===== config.mk =====
export PLATFORM = sky130hd
export DESIGN_NAME = rsd_divider
export DESIGN_NICKNAME = d
export VERILOG_FILES = /design/src/rtl/rsd_pkg.sv /design/src/rtl/rsd_subtractor.sv /design/src/rtl/rsd_ctrl.sv /design/src/rtl/rsd_datapath.sv /design/src/rtl/rsd_divider.sv
export SDC_FILE = /design/constraint.sdc
export NUM_CORES = 1
export LEC_CHECK = 0
export ABC_CLOCK_PERIOD_IN_PS = 5100
export BUFFER_PORTS_ARGS = -buffer_cell sky130_fd_sc_hd__buf_2
export CAP_MARGIN = 30
export CORE_UTILIZATION = 55
export CTS_CLUSTER_DIAMETER = 40
export DETAILED_ROUTE_END_ITERATION = 8
export PLACE_DENSITY = 0.77
export SYNTH_ARGS = -nofsm -noshare
export SYNTH_HDL_FRONTEND = slang
export SYNTH_SLANG_ARGS = --single-unit

===== constraint.sdc =====
create_clock -name clk_i -period 5.1 [get_ports clk_i]
set_input_delay 0.51 -clock clk_i [delete_from_list [all_inputs] [get_ports clk_i]]
set_output_delay 0.51 -clock clk_i [all_outputs]
set_load 0.05 [all_outputs]

===== src/rtl/rsd_pkg.sv =====
package rsd_pkg;
  typedef enum logic [1:0] {
    ST_IDLE = 2'd0,
    ST_RUN  = 2'd1,
    ST_FIX  = 2'd2
  } rsd_state_e;
endpackage


===== src/rtl/rsd_subtractor.sv =====
module rsd_subtractor #(
  parameter int WIDTH  = 8,
  parameter bit RIPPLE = 1'b1
) (
  input  logic [WIDTH-1:0] a_i,
  input  logic [WIDTH-1:0] b_i,
  output logic [WIDTH-1:0] diff_o,
  output logic             borrow_o
);
  generate
    if (RIPPLE) begin : g_ripple
      logic [WIDTH:0] bw;
      assign bw[0] = 1'b0;
      for (genvar i = 0; i < WIDTH; i++) begin : g_bit
        assign diff_o[i]  = a_i[i] ^ b_i[i] ^ bw[i];
        assign bw[i+1]    = (~a_i[i] & b_i[i]) | (~(a_i[i] ^ b_i[i]) & bw[i]);
      end
      assign borrow_o = bw[WIDTH];
    end else begin : g_behav
      logic [WIDTH:0] full;
      assign full     = {1'b0, a_i} - {1'b0, b_i};
      assign diff_o   = full[WIDTH-1:0];
      assign borrow_o = full[WIDTH];
    end
  endgenerate
endmodule


===== src/rtl/rsd_ctrl.sv =====
module rsd_ctrl
  import rsd_pkg::*;
(
  input  logic clk_i,
  input  logic rst_ni,
  input  logic start_i,
  input  logic den_zero_i,
  input  logic borrow_i,
  output logic load_o,
  output logic zero_fin_o,
  output logic step_o,
  output logic fix_o,
  output logic busy_o,
  output logic done_o
);
  rsd_state_e state_q, state_d;
  logic       accept;

  assign accept     = start_i && (state_q == ST_IDLE);
  assign load_o     = accept && !den_zero_i;
  assign zero_fin_o = accept && den_zero_i;
  assign step_o     = (state_q == ST_RUN);
  assign fix_o      = (state_q == ST_FIX);
  assign busy_o     = (state_q != ST_IDLE);

  always_comb begin
    state_d = state_q;
    case (state_q)
      ST_IDLE: if (load_o) state_d = ST_RUN;
      ST_RUN:  if (borrow_i) state_d = ST_FIX;  // first borrow ends the loop
      ST_FIX:  state_d = ST_IDLE;
      default: state_d = ST_IDLE;
    endcase
  end

  always_ff @(posedge clk_i or negedge rst_ni) begin
    if (!rst_ni) begin
      state_q <= ST_IDLE;
      done_o  <= 1'b0;
    end else begin
      state_q <= state_d;
      done_o  <= fix_o || zero_fin_o;
    end
  end

  p_done_pulse_r4: assert property (@(posedge clk_i) disable iff (!rst_ni)
    done_o |=> !done_o);

  p_idle_at_done_r5: assert property (@(posedge clk_i) disable iff (!rst_ni)
    done_o |-> !busy_o);

  p_zero_den_fast_r6: assert property (@(posedge clk_i) disable iff (!rst_ni)
    (start_i && !busy_o && den_zero_i) |=> (done_o && !busy_o));

  p_busy_ends_in_done_r5: assert property (@(posedge clk_i) disable iff (!rst_ni)
    $fell(busy_o) |-> done_o);
endmodule


===== src/rtl/rsd_datapath.sv =====
module rsd_datapath #(
  parameter int WIDTH      = 8,
  parameter bit RIPPLE_SUB = 1'b1
) (
  input  logic             clk_i,
  input  logic             rst_ni,
  input  logic [WIDTH-1:0] num_i,
  input  logic [WIDTH-1:0] den_i,
  input  logic             load_i,
  input  logic             zero_fin_i,
  input  logic             step_i,
  input  logic             fix_i,
  output logic             den_zero_o,
  output logic             borrow_o,
  output logic [WIDTH-1:0] quot_o,
  output logic [WIDTH-1:0] rem_o,
  output logic             err_o
);
  localparam int CW = WIDTH + 1;  // count may reach 2**WIDTH before correction
  localparam logic [CW-1:0] CNT_ONE = CW'(1);

  logic [WIDTH-1:0] den_q, work_q, diff, restored;
  logic [CW-1:0]    cnt_q, cnt_m1;
  logic             borrow;
  logic             past_ok_q;

  rsd_subtractor #(.WIDTH(WIDTH), .RIPPLE(RIPPLE_SUB)) u_sub (
    .a_i     (work_q),
    .b_i     (den_q),
    .diff_o  (diff),
    .borrow_o(borrow)
  );

  assign den_zero_o = (den_i == '0);
  assign borrow_o   = borrow;
  assign restored   = work_q + den_q;  // undo the over-subtraction
  assign cnt_m1     = cnt_q - CNT_ONE;

  always_ff @(posedge clk_i or negedge rst_ni) begin
    if (!rst_ni) begin
      den_q  <= '0;
      work_q <= '0;
      cnt_q  <= '0;
    end else if (load_i) begin
      den_q  <= den_i;
      work_q <= num_i;
      cnt_q  <= '0;
    end else if (step_i) begin
      work_q <= diff;
      cnt_q  <= cnt_q + CNT_ONE;
    end
  end

  always_ff @(posedge clk_i or negedge rst_ni) begin
    if (!rst_ni) begin
      quot_o <= '0;
      rem_o  <= '0;
      err_o  <= 1'b0;
    end else if (fix_i) begin
      quot_o <= cnt_m1[WIDTH-1:0];
      rem_o  <= restored;
      err_o  <= 1'b0;
    end else if (zero_fin_i) begin
      quot_o <= '1;
      rem_o  <= num_i;
      err_o  <= 1'b1;
    end
  end

  always_ff @(posedge clk_i or negedge rst_ni) begin
    if (!rst_ni) past_ok_q <= 1'b0;
    else         past_ok_q <= 1'b1;
  end

  p_quot_fits_r10: assert property (@(posedge clk_i) disable iff (!rst_ni)
    fix_i |-> !cnt_m1[WIDTH]);

  p_rem_below_den_r2: assert property (@(posedge clk_i) disable iff (!rst_ni)
    fix_i |-> (restored < den_q));

  p_out_hold_r9: assert property (@(posedge clk_i) disable iff (!rst_ni)
    (past_ok_q && !$past(fix_i) && !$past(zero_fin_i))
      |-> ($stable(quot_o) && $stable(rem_o) && $stable(err_o)));

  p_zero_err_r6: assert property (@(posedge clk_i) disable iff (!rst_ni)
    zero_fin_i |=> (err_o && (quot_o == '1)));

  p_err_clear_r7: assert property (@(posedge clk_i) disable iff (!rst_ni)
    fix_i |=> !err_o);
endmodule


===== src/rtl/rsd_divider.sv =====
module rsd_divider #(
  parameter int WIDTH      = 8,
  parameter bit RIPPLE_SUB = 1'b1
) (
  input  logic             clk_i,
  input  logic             rst_ni,
  input  logic             start_i,
  input  logic [WIDTH-1:0] num_i,
  input  logic [WIDTH-1:0] den_i,
  output logic             busy_o,
  output logic             done_o,
  output logic [WIDTH-1:0] quot_o,
  output logic [WIDTH-1:0] rem_o,
  output logic             err_o
);
  logic load, zero_fin, step, fix, den_zero, borrow;

  rsd_ctrl u_ctrl (
    .clk_i     (clk_i),
    .rst_ni    (rst_ni),
    .start_i   (start_i),
    .den_zero_i(den_zero),
    .borrow_i  (borrow),
    .load_o    (load),
    .zero_fin_o(zero_fin),
    .step_o    (step),
    .fix_o     (fix),
    .busy_o    (busy_o),
    .done_o    (done_o)
  );

  rsd_datapath #(.WIDTH(WIDTH), .RIPPLE_SUB(RIPPLE_SUB)) u_dp (
    .clk_i     (clk_i),
    .rst_ni    (rst_ni),
    .num_i     (num_i),
    .den_i     (den_i),
    .load_i    (load),
    .zero_fin_i(zero_fin),
    .step_i    (step),
    .fix_i     (fix),
    .den_zero_o(den_zero),
    .borrow_o  (borrow),
    .quot_o    (quot_o),
    .rem_o     (rem_o),
    .err_o     (err_o)
  );

  p_no_done_while_busy_r5: assert property (@(posedge clk_i) disable iff (!rst_ni)
    busy_o |-> !done_o);
endmodule


Yosys cells after proc, flatten, opt, wreduce, memory -nomap -nowiden
Index checks and enable logic that the tools add are counted.
{ "classes": {"div_mod_pow": 0, "magnitude_cmp": 0, "n_reduce_logical": 11, "n_bitwise": 52, "eq_ne": 4, "shifts": 0, "addsub": 3, "n_mul": 0, "mux": 13} }
{ "op_table": {"columns": ["op", "count"], "rows": [
  ["two-way mux 8 bit", 6],
  ["two-way mux 9 bit", 2],
  ["AND 1 bit", 15],
  ["inverter 1 bit", 15],
  ["bitwise XOR 1 bit", 15],
  ["adder 9 x 1 -> 9 bit (second input constant)", 1],
  ["adder 8 bit", 1],
  ["zero test 8 bit", 1],
  ["subtractor 8 x 1 -> 8 bit (second input constant)", 1],
  ["bitwise OR 1 bit", 7],
  ["nonzero test 2 bit", 3],
  ["two-way mux 2 bit", 2],
  ["one-hot mux 2 bit (2 select lines)", 1],
  ["logical AND 1 bit", 3],
  ["== test 2 x 1 -> 1 bit (second input constant)", 1],
  ["== test 2 bit (second input constant)", 1],
  ["zero test 2 bit", 1],
  ["two-way mux 1 bit", 2],
  ["!= test 2 x 1 -> 1 bit (second input constant)", 1],
  ["!= test 2 bit (second input constant)", 1],
  ["AND reduction 2 bit", 1],
  ["zero test 1 bit", 1],
  ["logical OR 1 bit", 1]
]} }
{ "word_totals": {"mem_bits_rw": 0, "wordCells": 91, "ff_bits": 45, "latchBits": 0, "n_memories": 0, "input_bits": 19, "romBits": 0} }

Depth between registers and ports, before layout
{ "depth": {"word_depth": 18, "ltp_mapped": 11, "ltp_nobuf": 11} }

By module
A second synthesis with hierarchy kept.
{ "unflattened": {"hier_cells": 255, "area_unflattened_um2": 2592.5} }
{ "modules_own_cells": {"columns": ["mod", "instances", "cells_each", "area_each_um2"], "rows": [
  ["rsd_datapath", 1, 216, 2209.6],
  ["rsd_subtractor", 1, 26, 220.2],
  ["rsd_ctrl", 1, 13, 162.7]
]} }

Worst setup path before layout
OpenSTA, ideal clock, no wires.
{ "synth_timing": {"kind": "register to register", "from": "register u_dp.work_q[0]", "to": "register u_dp.work_q[7]", "stages_incl_launch_ff": 12, "setup_ps": 126, "n_path_buf": 0, "arrival_time_ps": 3615, "t_required_ps": 4974, "path_slack_ps": 1359, "cell_sequence": "dfrtp_1 inv_1 ha_1 fa_1 fa_1 fa_1 fa_1 fa_1 fa_1 fa_1 nor2_1 a221o_1"} }
{ "synth_between": {"elab_chain_cells": 17} }
{ "synth_lines": {"columns": ["item", "line_no", "rtl"], "rows": [
  ["start, declared", "rsd_datapath.sv:22", "logic [WIDTH-1:0] den_q, work_q, diff, restored;"],
  ["start signal, assigned", "rsd_datapath.sv:46", "work_q <= num_i;"],
  ["start signal, assigned", "rsd_datapath.sv:49", "work_q <= diff;"],
  ["inverter 1 bit", "rsd_subtractor.sv:16", "assign bw[i+1] = (~a_i[i] & b_i[i]) | (~(a_i[i] ^ b_i[i]) & bw[i]);"],
  ["AND 1 bit (2 in series)", "rsd_subtractor.sv:16", null],
  ["bitwise OR 1 bit", "rsd_subtractor.sv:16", null],
  ["AND 1 bit", "rsd_subtractor.sv:16", null],
  ["bitwise OR 1 bit", "rsd_subtractor.sv:16", null],
  ["AND 1 bit", "rsd_subtractor.sv:16", null],
  ["bitwise OR 1 bit", "rsd_subtractor.sv:16", null],
  ["AND 1 bit", "rsd_subtractor.sv:16", null],
  ["bitwise OR 1 bit", "rsd_subtractor.sv:16", null],
  ["AND 1 bit", "rsd_subtractor.sv:16", null],
  ["bitwise OR 1 bit", "rsd_subtractor.sv:16", null],
  ["AND 1 bit", "rsd_subtractor.sv:16", null],
  ["bitwise OR 1 bit", "rsd_subtractor.sv:16", null],
  ["bitwise XOR 1 bit", "rsd_subtractor.sv:15", "assign diff_o[i] = a_i[i] ^ b_i[i] ^ bw[i];"],
  ["two-way mux 8 bit", "rsd_datapath.sv:48", "end else if (step_i) begin"],
  ["two-way mux 8 bit", "rsd_datapath.sv:44", "end else if (load_i) begin"]
]} }
No other way between the ends. The select of a mux whose other input is x is not followed.
A chain may end at the register's enable or synchronous reset.

Worst setup path after layout
Same ends and word-level chain as after synthesis.

==> impl_summary.md <==
Setup path
The worst register-to-register path has a depth of 11. The signal arrival time at the worst endpoint is 4.06 ns. STA classifies the critical path startpoint as a register. The endpoint required time on the critical path is 5.29 ns.

In this run the worst path has a maximum fanout of 3. The worst setup path is of the register to register kind. STA classifies the critical path endpoint as a register.

Floorplanning
The floorplan step set the die height to 70.7 microns. The region available for standard cell placement spans 0.00444 sq mm. The die boundary width is 70.7 microns. The number of rows in the core area is 24. The total I/O pin count is 38. The initial core utilization is between 50% and 60%.

The floorplan step defined a die boundary enclosing 0.00499 sq mm.

Clocking
The number of gates resized after CTS was 0. In this run, post-CTS hold repair placed 0 buffers. The number of buffers inserted by post-CTS setup repair is 0. The CTS clock-pin slew for the worst setup and hold paths is approximately 0.09 ns. At the later pin of the worst-skew pair, clock insertion delay measures 0.30 ns.

The H-tree generated during clock tree synthesis spans 2 levels. Clock tree synthesis found a total of 44 sinks. Clock tree synthesis inserted a total of 5 buffers. The clock tree root driver cell is sky130_fd_sc_hd__clkbuf_8. The clock passes through at most 2 buffers. The CTS tree is done.

Synthesis
The top cell type by total area after synthesis is sky130_fd_sc_hd__dfrtp_1. The sequential fraction of the synthesis area is between 40% and 50%. The mean instance size in the synthesized netlist is 10.8 sq um. The number of nets produced by synthesis is about 290. The number of storage elements in the synthesis netlist is 44. The synthesized instance count is 241.

The share of flip-flops with an asynchronous set or reset after synthesis is 100%. After synthesis, the cell types taking the most area are sky130_fd_sc_hd__dfrtp_1, sky130_fd_sc_hd__ha_1, sky130_fd_sc_hd__fa_1, sky130_fd_sc_hd__mux2i_1, sky130_fd_sc_hd__a221o_1. The share of Yosys cell area claimed by the top area cell type is 42.5%. During synthesis, Yosys emitted a total of 0 warnings. The number of distinct library cells after synthesis is 41. For this run, the leading register cell type out of synthesis is sky130_fd_sc_hd__dfrtp_1. The count of flip-flops with a built-in enable after synthesis is 0. The netlist area before placement is 0.00259 sq mm.

Timing
The clock skew is 0.00616 ns. Setup repair after global routing left no endpoint under its margin. Static timing analysis puts the maximum clock frequency at 258 MHz. The minimum clock period after layout is 3.87 ns. The number of setup violations in the final report is 0. After layout, the worst path uses 75.9% of the clock period. The number of hold violations in the final report is 0. After routing, the total negative slack on setup checks comes to 0 ns. The count of final max-slew check failures was 0. The transition time at the pin with the least slew margin is 0.832 ns. The worst max-slew margin expressed relative to the limit is 44.5%.

Place
Summing all placed instances gives a cell area of 0.00282 sq mm. Buffers placed on the I/O ports in this run total 37. After detailed placement, the design holds a cell count of 321. The last weighted congestion value of the routability-driven placer is 0.787. After legalization and detailed placement, the total HPWL measured 3.95 mm.

Min path
In this run the worst hold path is classified as primary input to asynchronous set/reset pin.

Power
The worst supply voltage drop on vdd is 0.321 mV. The leakage power is between 1 and 1.5 nW. The overall power after layout is 2.08 mW.

Power spread over the standard cell area amounts to just over 700 mW/mm^2.

Layout
Leaving out filler cells and counting taps, the final layout contains 329. The final layout contains 320 nets. The fraction of final layout cells with drive strength greater than 1 is 22.0%. Compared with the post-synthesis result, the final layout area differs by 13.1%. The number of antenna diodes in the final layout is 0. The final design area excluding fillers is about 0.003 sq mm.

Routing
The wire length per cell is 16.2 microns. The vias after detailed routing is 1913. The detail route stage leaves a number of antenna-violating nets equal to 0. The first routing iteration left 98 violations.

Using the TritonRoute via totals, the vias-per-cell ratio works out to 5.81. The remaining routing DRC violations is 6. The final routed wirelength across all metal layers is 5.33 mm. For this run, the detailed router's first-pass iteration total came to 6.

GRT
Global routing used a little under a quarter of the available tracks. Entering global routing, the biggest net connects 27 pins. After global routing the overflow that remains totals 0. The initial antenna violation count is 0. The via count of the first global-routing pass is 1908.

The first global-routing pass estimated 9.03 mm of wire.

Status
The flow ran to the end, but the final reports show violations. The final reports fail on design-rule violations.

Job
The max-cap violation count is 0.
[cells in the final DEF, fill, tap and decap left out, types with 2 or more instances in the layout]
master,instances
sky130_fd_sc_hd__dfrtp_1,44
sky130_fd_sc_hd__buf_2,37
sky130_fd_sc_hd__nor2_1,20
sky130_fd_sc_hd__nand2_1,18
sky130_fd_sc_hd__ha_1,17
sky130_fd_sc_hd__inv_1,15
sky130_fd_sc_hd__mux2i_1,11
sky130_fd_sc_hd__xor2_1,9
sky130_fd_sc_hd__o21ai_0,8
sky130_fd_sc_hd__a221o_1,8
sky130_fd_sc_hd__fa_1,8
sky130_fd_sc_hd__nor3_1,7
sky130_fd_sc_hd__a21oi_1,7
sky130_fd_sc_hd__mux2_2,6
sky130_fd_sc_hd__nor2b_1,5
sky130_fd_sc_hd__a211oi_1,5
sky130_fd_sc_hd__xnor2_1,5
sky130_fd_sc_hd__clkbuf_8,5
sky130_fd_sc_hd__nand2b_1,4
sky130_fd_sc_hd__a31oi_1,4
sky130_fd_sc_hd__nand4_1,4
sky130_fd_sc_hd__or2_2,2
sky130_fd_sc_hd__nor4_4,2
sky130_fd_sc_hd__o31ai_1,2
sky130_fd_sc_hd__and3_1,2
sky130_fd_sc_hd__nor4_1,2
sky130_fd_sc_hd__o21bai_1,2
[power by group]
group / switching, mW / internal, mW
clock network: 0.124 / 0.145
registers: 0.128 / 0.497
logic: 0.742 / 0.443
total: 0.994 / 1.08
[sequential cells by signal, summed over array words and instances, names as in the netlist]
name and cells:
u_ctrl.done_o 1, u_ctrl.state_q 2, u_dp.cnt_q 8, u_dp.den_q 8
u_dp.err_o 1, u_dp.quot_o 8, u_dp.rem_o 8, u_dp.work_q 8
[cell usage after synthesis (all sizes together) (2+ instances only)]
cell / instances
mux2: 6
o21bai: 2
nor2b: 5
and3: 2
a211oi: 5
mux2i: 11
xnor2: 5
nor4: 4
or2: 2
o21ai: 8
dfrtp: 44
buf: 4
a221o: 8
fa: 8
nand2: 18
xor2: 9
o31ai: 2
inv: 15
a31oi: 4
nand2b: 4
nand4: 4
a21oi: 7
ha: 17
nor3b: 2
nor2: 21
nor3: 7
clkbuf: 7
[cells by family (layout without fill, tap and decap cells)]
family	Yosys count	in the layout	share of synthesized area, %
compound gates	39	39	11.0
flops	44	44	42.5
simple gates	76	76	16.6
mux	17	17	6.85
xor+xnor	14	14	4.73
fa+ha+maj	25	25	14.4
buf+inv	26	62	4.05
[final cells by class]
class | instances | area [sq um]
clock buffer | 5 | 68.8
clock inverter | 3 | 42.5
fill | 359 | 1510
inverter | 15 | 56.3
multi-input combinational | 171 | 1390
sequential | 44 | 1100
tap | 52 | 65.1
timing repair buffer | 39 | 213
[through the flow]
step                util, %  hold slack (ns)  setup slack, ns
floorplan                 -            0.214             1.36
global placement       62.9            0.456             1.28
detailed placement     63.5            0.475             1.21
CTS                    66.0            0.166             1.21
global route           66.0            0.187             1.07
finish                 66.0            0.156             1.23
[path summary, 6_finish.rpt]
path                           startpoint             end  slack, ns
min reg2reg                    u_dp.err_o      u_dp.err_o       0.49
max in group asynchronous          rst_ni  u_dp.quot_o[7]       4.45
max                        u_dp.work_q[0]  u_dp.work_q[7]       1.23
min in group clk_i               num_i[4]  u_dp.work_q[4]       0.46
min                                rst_ni   u_dp.rem_o[7]       0.16
max reg2reg                u_dp.work_q[0]  u_dp.work_q[7]       1.23
[critical path: stages, from the launching register on]
cell,delay [ns]
sky130_fd_sc_hd__dfrtp_1,0.38
sky130_fd_sc_hd__inv_1,0.05
sky130_fd_sc_hd__ha_1,0.20
sky130_fd_sc_hd__fa_1,0.38
sky130_fd_sc_hd__fa_1,0.40
sky130_fd_sc_hd__fa_1,0.39
sky130_fd_sc_hd__fa_1,0.40
sky130_fd_sc_hd__fa_1,0.39
sky130_fd_sc_hd__fa_1,0.39
sky130_fd_sc_hd__fa_1,0.49
sky130_fd_sc_hd__nor2_1,0.04
sky130_fd_sc_hd__a221o_1,0.27
[per-layer routing]
metal	vias to the layer above	GRT usage, %	part of all wire (%)
li1	907	-	-
met4	0	7.11	1.4
met5	-	0	0
met2	59	37.5	47
met3	8	5.56	6.0
met1	939	32.0	46
No activity file was read; power rests on OpenSTA's default activity.
